<file path="src/rtl/ufl_pkg.sv">
package ufl_pkg;
  localparam int FLAG_W      = 32;
  localparam int BIT_TX_EMPT = 7;
  localparam int BIT_RX_FULL = 6;
  localparam int BIT_TX_FULL = 5;
  localparam int BIT_RX_EMPT = 4;
  localparam int BIT_BUSY    = 3;

  typedef struct packed {
    logic tx_empty;
    logic tx_full;
    logic rx_empty;
    logic rx_full;
    logic busy;
  } flag_set_t;

  function automatic logic [FLAG_W-1:0] pack_flags(input flag_set_t f);
    logic [FLAG_W-1:0] w;
    w = '0;
    w[BIT_TX_EMPT] = f.tx_empty;
    w[BIT_RX_FULL] = f.rx_full;
    w[BIT_TX_FULL] = f.tx_full;
    w[BIT_RX_EMPT] = f.rx_empty;
    w[BIT_BUSY]    = f.busy;
    return w;
  endfunction
endpackage

</file>
<file path="src/rtl/ufl_buf.sv">
module ufl_buf #(
  parameter int DEPTH = 16,
  parameter int DW    = 8
) (
  input  logic          clk,
  input  logic          rst_n,
  input  logic          fifo_en,
  input  logic          flush,
  input  logic          in_valid,
  output logic          in_ready,
  input  logic [DW-1:0] in_data,
  output logic          out_valid,
  input  logic          out_ready,
  output logic [DW-1:0] out_data,
  output logic          is_empty,
  output logic          is_full
);
  localparam int AW = (DEPTH > 1) ? $clog2(DEPTH) : 1;
  localparam int CW = AW + 1;

  logic [DW-1:0] mem [DEPTH];
  logic [CW-1:0] wr_q, rd_q, cnt, lim;
  logic [DW-1:0] last_q;
  logic          push, pop;

  assign lim       = fifo_en ? CW'(DEPTH) : CW'(1);
  assign cnt       = wr_q - rd_q;
  assign is_empty  = (cnt == '0);
  assign is_full   = (cnt == lim);
  assign in_ready  = !flush && !is_full;
  assign out_valid = !flush && !is_empty;
  assign push      = in_valid && in_ready;
  assign pop       = out_valid && out_ready;
  assign out_data  = is_empty ? last_q : mem[rd_q[AW-1:0]];

  always_ff @(posedge clk) begin
    if (push) mem[wr_q[AW-1:0]] <= in_data;
  end

  always_ff @(posedge clk or negedge rst_n) begin
    if (!rst_n) begin
      wr_q   <= '0;
      rd_q   <= '0;
      last_q <= '0;
    end else if (flush) begin
      wr_q <= '0;
      rd_q <= '0;
    end else begin
      if (push) wr_q <= wr_q + CW'(1);
      if (pop) begin
        rd_q   <= rd_q + CW'(1);
        last_q <= mem[rd_q[AW-1:0]];
      end
    end
  end


  no_overflow_chk: assert property (@(posedge clk) disable iff (!rst_n)
    cnt <= CW'(DEPTH));

  holding_depth_chk: assert property (@(posedge clk) disable iff (!rst_n)
    (!fifo_en && !flush) |-> (cnt <= CW'(1)));

  full_push_ignored_chk: assert property (@(posedge clk) disable iff (!rst_n)
    (in_valid && is_full && !flush) |=> $stable(wr_q));

  empty_pop_ignored_chk: assert property (@(posedge clk) disable iff (!rst_n)
    (out_ready && is_empty && !flush) |=> ($stable(rd_q) && $stable(last_q)));

  flush_empties_chk: assert property (@(posedge clk) disable iff (!rst_n)
    flush |=> is_empty);
endmodule

</file>
<file path="src/rtl/ufl_busy.sv">
module ufl_busy (
  input  logic clk,
  input  logic rst_n,
  input  logic load,
  input  logic shift_done,
  input  logic tx_nonempty,
  output logic busy
);
  logic active_q;

  always_ff @(posedge clk or negedge rst_n) begin
    if (!rst_n)          active_q <= 1'b0;
    else if (load)       active_q <= 1'b1;
    else if (shift_done) active_q <= 1'b0;
  end

  assign busy = tx_nonempty || active_q;


  busy_nonempty_chk: assert property (@(posedge clk) disable iff (!rst_n)
    tx_nonempty |-> busy);

  load_sets_busy_chk: assert property (@(posedge clk) disable iff (!rst_n)
    load |=> busy);

  done_clears_chk: assert property (@(posedge clk) disable iff (!rst_n)
    (shift_done && !load) |=> !active_q);
endmodule

</file>
<file path="src/rtl/uart_buf_flags.sv">
module uart_buf_flags #(
  parameter int DEPTH = 16,
  parameter int DW    = 8
) (
  input  logic          clk,
  input  logic          rst_n,
  input  logic          fifo_en,
  input  logic          tx_in_valid,
  output logic          tx_in_ready,
  input  logic [DW-1:0] tx_in_data,
  output logic          tx_out_valid,
  input  logic          tx_out_ready,
  output logic [DW-1:0] tx_out_data,
  input  logic          shift_done,
  input  logic          rx_in_valid,
  output logic          rx_in_ready,
  input  logic [DW-1:0] rx_in_data,
  output logic          rx_out_valid,
  input  logic          rx_out_ready,
  output logic [DW-1:0] rx_out_data,
  output logic [31:0]   flag_word
);
  import ufl_pkg::*;

  logic      mode_q, flush;
  logic      tx_empty, tx_full, rx_empty, rx_full, busy;
  flag_set_t fs;

  always_ff @(posedge clk or negedge rst_n) begin
    if (!rst_n) mode_q <= 1'b0;
    else        mode_q <= fifo_en;
  end
  assign flush = (fifo_en != mode_q);

  ufl_buf #(.DEPTH(DEPTH), .DW(DW)) tx_buf_i (
    .clk(clk), .rst_n(rst_n), .fifo_en(fifo_en), .flush(flush),
    .in_valid(tx_in_valid), .in_ready(tx_in_ready), .in_data(tx_in_data),
    .out_valid(tx_out_valid), .out_ready(tx_out_ready), .out_data(tx_out_data),
    .is_empty(tx_empty), .is_full(tx_full)
  );

  ufl_buf #(.DEPTH(DEPTH), .DW(DW)) rx_buf_i (
    .clk(clk), .rst_n(rst_n), .fifo_en(fifo_en), .flush(flush),
    .in_valid(rx_in_valid), .in_ready(rx_in_ready), .in_data(rx_in_data),
    .out_valid(rx_out_valid), .out_ready(rx_out_ready), .out_data(rx_out_data),
    .is_empty(rx_empty), .is_full(rx_full)
  );

  ufl_busy busy_i (
    .clk(clk), .rst_n(rst_n),
    .load(tx_out_valid && tx_out_ready),
    .shift_done(shift_done),
    .tx_nonempty(!tx_empty),
    .busy(busy)
  );

  always_comb begin
    fs.tx_empty = tx_empty;
    fs.tx_full  = tx_full;
    fs.rx_empty = rx_empty;
    fs.rx_full  = rx_full;
    fs.busy     = busy;
  end
  assign flag_word = pack_flags(fs);


  mode_change_quiet_chk: assert property (@(posedge clk) disable iff (!rst_n)
    flush |-> !(tx_in_ready || tx_out_valid || rx_in_ready || rx_out_valid));

  reserved_zero_chk: assert property (@(posedge clk) disable iff (!rst_n)
    (flag_word[31:8] == '0) && (flag_word[2:0] == '0));
endmodule

</file>
<file path="config.mk">
export PLATFORM = sky130hd
export DESIGN_NAME = uart_buf_flags
export DESIGN_NICKNAME = d
export VERILOG_FILES = /design/src/rtl/ufl_pkg.sv /design/src/rtl/ufl_buf.sv /design/src/rtl/ufl_busy.sv /design/src/rtl/uart_buf_flags.sv
export SDC_FILE = /design/constraint.sdc
export NUM_CORES = 1
export LEC_CHECK = 0
export ABC_AREA = 1
export BUFFER_PORTS_ARGS = -buffer_cell sky130_fd_sc_hd__buf_2
export CAP_MARGIN = 20
export CORE_MARGIN = 1
export CORE_UTILIZATION = 55
export DETAILED_ROUTE_END_ITERATION = 12
export PLACE_DENSITY = 0.7
export SLEW_MARGIN = 10
export SYNTH_ARGS = -nofsm -noshare
export SYNTH_HDL_FRONTEND = slang
export SYNTH_HIERARCHICAL = 1
export SYNTH_SLANG_ARGS = --single-unit
</file>
<file path="constraint.sdc">
create_clock -name clk -period 4.3 [get_ports clk]
set_input_delay 0.215 -clock clk [delete_from_list [all_inputs] [get_ports clk]]
set_output_delay 0.215 -clock clk [all_outputs]
set_load 0.02 [all_outputs]
</file>
* Word-level counts from Yosys, hierarchy flattened
Memories as Yosys holds them, arrays and structs flattened.
Cells that the tools add are included.
** Word-level totals
- Word-level logic and storage cells :: 60
- Bits in writable memories :: 256
- Bits of input ports :: 24
- Register bits after elaboration :: 38
- Memories :: 2
** Operators by class
- Mux-type cells :: 17
- Reduce and logical (&&, ||, !) cells :: 23
- Bitwise operators :: 1
- $add $sub $neg :: 6
- Equal/unequal tests :: 3
** Memories
- rx_buf_i.mem :: depth 16, width 8, rd ports 1, clocked after Yosys merged registers in 0, write ports 1, RTL line ufl_buf.sv:21 : logic [DW-1:0] mem [DEPTH];
- tx_buf_i.mem :: depth 16, width 8, rd ports 1, clocked after Yosys merged registers in 0, write ports 1, RTL line ufl_buf.sv:21
** Operators with widths (count)
- 5-bit 2-to-1 mux :: 9
- 5-bit by 1-bit adder with 5-bit output, second input constant :: 4
- 8-bit 2-to-1 mux :: 2
- 5-bit == test :: 2
- 5-bit zero test :: 2
- 2-bit nonzero test :: 5
- 5-bit subtractor :: 2
- 1-bit logical AND :: 8
- 1-bit 2-to-1 mux :: 6
- 1-bit zero test :: 5
- 2-bit AND reduction :: 2
- 1-bit logical OR :: 1
- 1-bit != test :: 1
- 1-bit NOT :: 1

* Logic depth before layout (Yosys ltp)
- Word-level depth :: 7
- Depth in mapped cells :: 17
- Gate-level depth less buffers :: 17

* Modules after synthesis
The synthesis kept the hierarchy.
** By module, submodules not included
- ufl_buf at rx_buf_i :: area each 6582.6 um^2, cells each 593, sequential area each 4294.1 um^2, times used 1
- ufl_buf at tx_buf_i :: area each 6421.2 um^2, cells each 576, sequential area each 4294.1 um^2, times used 1
- uart_buf_flags :: area each 299.0 um^2, cells each 42, sequential area each 25.0 um^2, times used 1
- ufl_busy :: area each 46.3 um^2, cells each 6, sequential area each 25.0 um^2, times used 1

* Worst setup path before layout
No wires, ideal clock.
- Path type :: register to register
- Start :: register rx_buf_i.rd_q[1]
- End :: memory rx_buf_i.mem[4][0], enable pin
- Library setup time :: 0.383 ns
- Data arrival time :: 2.621 ns
- Clock period less this slack :: 3.004 ns
- Stages on the path, launching flop included :: 15
- Buffers on the path :: 3
- Setup slack :: 1.296 ns
- Cells stage by stage :: dfrtp_1 buf_2 buf_2 inv_1 fa_1 nand2_1 nand2_2 nand2_2 nand2_1 nand3_2 nand2_2 nand2_4 nand3_4 buf_6 nor3_1
** On the way
- Cells in the longest elaborated chain, start to end :: 7
** Ends and longest elaborated chain
- start, declared :: RTL line ufl_buf.sv:22 : logic [CW-1:0] wr_q, rd_q, cnt, lim;
- start signal, assigned :: RTL line ufl_buf.sv:51 : rd_q <= rd_q + CW'(1);
- 5-bit subtractor :: RTL line ufl_buf.sv:27 : assign cnt = wr_q - rd_q;
- 5-bit == test :: RTL line ufl_buf.sv:29 : assign is_full = (cnt == lim);
- 1-bit zero test :: RTL line ufl_buf.sv:30 : assign in_ready = !flush && !is_full;
- 1-bit logical AND :: RTL line ufl_buf.sv:30
- 1-bit logical AND :: RTL line ufl_buf.sv:32 : assign push = in_valid && in_ready;
- 1-bit 2-to-1 mux :: RTL line ufl_buf.sv:37 : if (push) mem[wr_q[AW-1:0]] <= in_data;
- 1-bit 2-to-1 mux (not written as such) :: RTL line ufl_buf.sv:37
- end, declared :: RTL line ufl_buf.sv:21
No other way between the ends.

* Final worst setup path
- Start :: register rx_buf_i.rd_q[2]
- End :: output rx_out_data[3]
** On the way
- Cells in the longest elaborated chain, start to end :: 3
** Ends and longest elaborated chain
- 5-bit subtractor :: RTL line ufl_buf.sv:27
- 5-bit zero test :: RTL line ufl_buf.sv:28 : assign is_empty = (cnt == '0);
- 8-bit 2-to-1 mux * :: RTL line ufl_buf.sv:34 : assign out_data = is_empty ? last_q : mem[rd_q[AW-1:0]];
- end, declared :: RTL line uart_buf_flags.sv:20 : output logic [DW-1:0] rx_out_data,
Every way passes the cells marked *; elsewhere a longest branch is shown, timed or not.

==> results.txt <==
Power Density = 602 nW/µm²
Hold Violations, Final = 0
FF-to-FF Start = rx_buf_i/rd_q[2]
Yosys reg bits = 294
Fin cells = 1612
Minimum clock period = 3460 ps
Most frequent CP cell = nand2_1
Type of the worst setup path = reg2out
Syn. warnings = 6
CTS root buf = clkbuf_16
Initial core utilization = 0.565
Worst Setup Start Kind = flip-flop
# IOs = 76
R2R Setup Slk = 870 ps
Area of the multi-input gates = 3730 µm²
Largest cells by area after synthesis = edfxtp_1 (58%), dfrtp_1 (7.1%), nand2_1 (5.7%)
Initial antenna violation count = 0
Min-Delay Startpoint = tx_in_data[1]
Setup TNS = 0 ps
Part of the power in the clock network = 0.264
Least-Margin Pin Slew = 983 ps
CTS sink cnt = 294
Top cells by count, synth = edfxtp_1 (256), nand2_1 (204), inv_1 (126), nand3_1 (102), o21ai_0 (87)
Worst EP required = 4090 ps
Hold Path End = tx_buf_i/mem[1][1]
TritonCTS buffer count = 29
Post-DRT Antenna Nets = 0
Clock Latency Late Sink = 540 ps
Sequential share of power = 0.384
Vias in the first global route = 8109
Fill cells = 1856
Area growth from synthesis to layout = 10.3%
P_int = 0.00557 W
Critical path origin = rx_buf_i/rd_q[2]
FF/Latch Area = 8640 µm²
Initial DRC count = 963
Mean Syn Cell Area = 11.0 µm²
Syn Std Cell Area = 13300 µm²
Hold WC Path Type = in2reg
Worst path max stage delay = 500 ps
RSZ-0062 raised after global routing = no
Fin util = 0.624
Most frequent cell after synthesis = edfxtp_1
Final WS setup = 844 ps
Fin crit share = 0.804
Detailed-route via count = 8842
Gr ovfl total = 0
Max-Slew Margin vs Limit = 0.345
Fin. max-slew vios = 0
Die Span Y = 158 µm
Switching pwr = 0.00329 W
Largest net degree at the start of global routing = 75
Dpl hpwl = 18.5 mm
Leak Pwr = 5.74 nW
Post-synth ARST share = 0.129
Core footprint = 23600 µm²
Area leader, netlist = edfxtp_1
Worst vdd ir = 0.449 mV
Placed Cells = 1555
Post-synth top area share = 0.576
Die Wd = 158 µm
DR DRC count = 0
Final setup fails = 0
First-pass GRT wire length = 44.7 mm
Row cnt = 56
Routed wire length = 28.9 mm
Critical path arrival = 3240 ps
CTS H-tree depth = 1
Wirelength per Cell = 18.0 µm
Clock Path Buffers = 3
Skew final = 18.5 ps
Layout cell share with drive strength beyond 1 = 0.122
Peak Freq = 289 MHz
Vias per cell = 5.49
CP endpoint kind = output pin
Post-Place Worst Slack = 936 ps
PortBufs = 48
Switching Share = 0.371
Slowest cell on crit path = ha_1
Sequential area share after synthesis = 0.647
Worst reg2reg path endpoint = rx_buf_i/mem[4][3]
Total Nets Final = 1319
Placer congestion estimate = 0.898
Mapped Cells = 1217
Prevailing post-synth register cell = edfxtp_1
Hold Path Depth = 1
Distinct cells, synth = 36
CP Cell Sequence = buf_4 > clkinv_1 > ha_1 > a21oi_1 > nand2_1 > nand2_1 > nand2_1 > nor2_1 > nand2_4 > o21ai_0 > buf_2
Worst-path clk slew = 60 ps
Reg2Reg Depth = 11
Combinational share of power = 0.351
Die footprint = 24900 µm²
1st-pass router iterations = 6
Max Cap Violations = 0
Number of flops mapped to enable cells by yosys = 256
CP max FO = 21
CTS tree = yes
Antenna cells = 0
Global-route usage over all layers = 0.238
Status = completed
[power groups by stage]
stage               Clock [W]  Sequential, W  Combinational, W
detailed placement          0        0.00346           0.00307
global placement            0        0.00345           0.00302
finish                0.00234        0.00340           0.00311
floorplan                   0        0.00344           0.00234
global route          0.00249        0.00342           0.00348
CTS                   0.00238        0.00340           0.00310
[worst max-delay path, delay by kind of cell, from the launching register on]
| family | cells | cell delay [ps] |
|---|---|---|
| and+or+nand+nor | 5 | 590 |
| DFF | 1 | 320 |
| adders and majority gates | 1 | 500 |
| AOI/OAI and AO/OA | 2 | 420 |
| buffers and inverters | 3 | 860 |
[routing by layer]
metal  part of all wire  GRT usage
met1               0.46      0.368
met2               0.45      0.358
met3              0.077     0.0359
met4              0.012     0.0448
met5                  0          0
[final cells by class]
type / instances / share of cell area
Clock buffer: 35 / 0.0508
Clock inverter: 14 / 0.00816
Inverter: 132 / 0.0337
Multi-Input combinational cell: 726 / 0.253
Sequential cell: 294 / 0.587
Tap cell: 319 / 0.0271
Timing Repair Buffer: 92 / 0.0401
[logic make-up (layout without fill, tap and decap cells)]
logic type | after synthesis | count (layout) | synth area share
simple gates | 433 | 433 | 0.148
flops | 294 | 294 | 0.647
compound gates | 235 | 235 | 0.0965
buf+inv | 223 | 273 | 0.0811
fa+ha+maj | 20 | 20 | 0.0199
xor+xnor | 11 | 11 | 0.00722
other cells | 1 | 27 | 0.000281
[placed cells by master, fill, tap and decap left out, drive strengths merged]
master / synthesis / layout
edfxtp: 256 / 256
buf: 78 / 84
o22ai: 1 / 1
xnor2: 4 / 4
clkinvlp: 0 / 1
o21ai: 123 / 123
clkbuf: 13 / 35
conb: 1 / 27
a31oi: 3 / 3
o211ai: 35 / 35
or2: 3 / 3
inv: 130 / 131
nor2: 65 / 65
dlygate4sd3: 0 / 8
clkinv: 2 / 12
nand4: 7 / 7
nand2: 217 / 217
a21oi: 65 / 65
xor2: 7 / 7
nor3: 31 / 31
o21a: 8 / 8
bufinv: 0 / 2
nand3: 110 / 110
ha: 18 / 18
dfrtp: 38 / 38
fa: 2 / 2
[worst max path at each step]
stage	depth (start not counted)	end	slack (ps)
6_report	11	rx_out_data[3]	840
5_1_grt	11	rx_buf_i/mem[4][3]	600
4_1_cts	11	rx_out_data[3]	910
3_5_place_dp	11	rx_buf_i/mem[4][3]	940
3_3_place_gp	11	rx_buf_i/mem[4][2]	1020
2_1_floorplan	14	rx_buf_i/mem[4][0]	1300
[flip-flops by register name, summed over array words and instances (netlist names)]
| register | cells |
|---|---|
| rx_buf_i/rd_q | 5 |
| mode_q | 1 |
| rx_buf_i/mem | 128 |
| tx_buf_i/wr_q | 5 |
| rx_buf_i/last_q | 8 |
| tx_buf_i/rd_q | 5 |
| rx_buf_i/wr_q | 5 |
| tx_buf_i/last_q | 8 |
| busy_i/active_q | 1 |
| tx_buf_i/mem | 128 |
[per-stage QoR]
step           hold slack, ps  cell area, µm²  total power (W)
3_3_place_gp              382           13800          0.00647
4_1_cts                  38.0           14700          0.00888
6_report                 54.0           14700          0.00886
5_1_grt                  44.4           14700          0.00939
2_1_floorplan           -80.6           13400          0.00578
3_5_place_dp              393           13800          0.00653
[repair_timing]
item | in CTS | in global routing
hold endpoints to repair | 46 | 0
setup buffers | 0 | 0
hold buffers | 8 | 0
gates resized for setup | 0 | 0
Note: power is estimated with default switching activity, not from simulation.
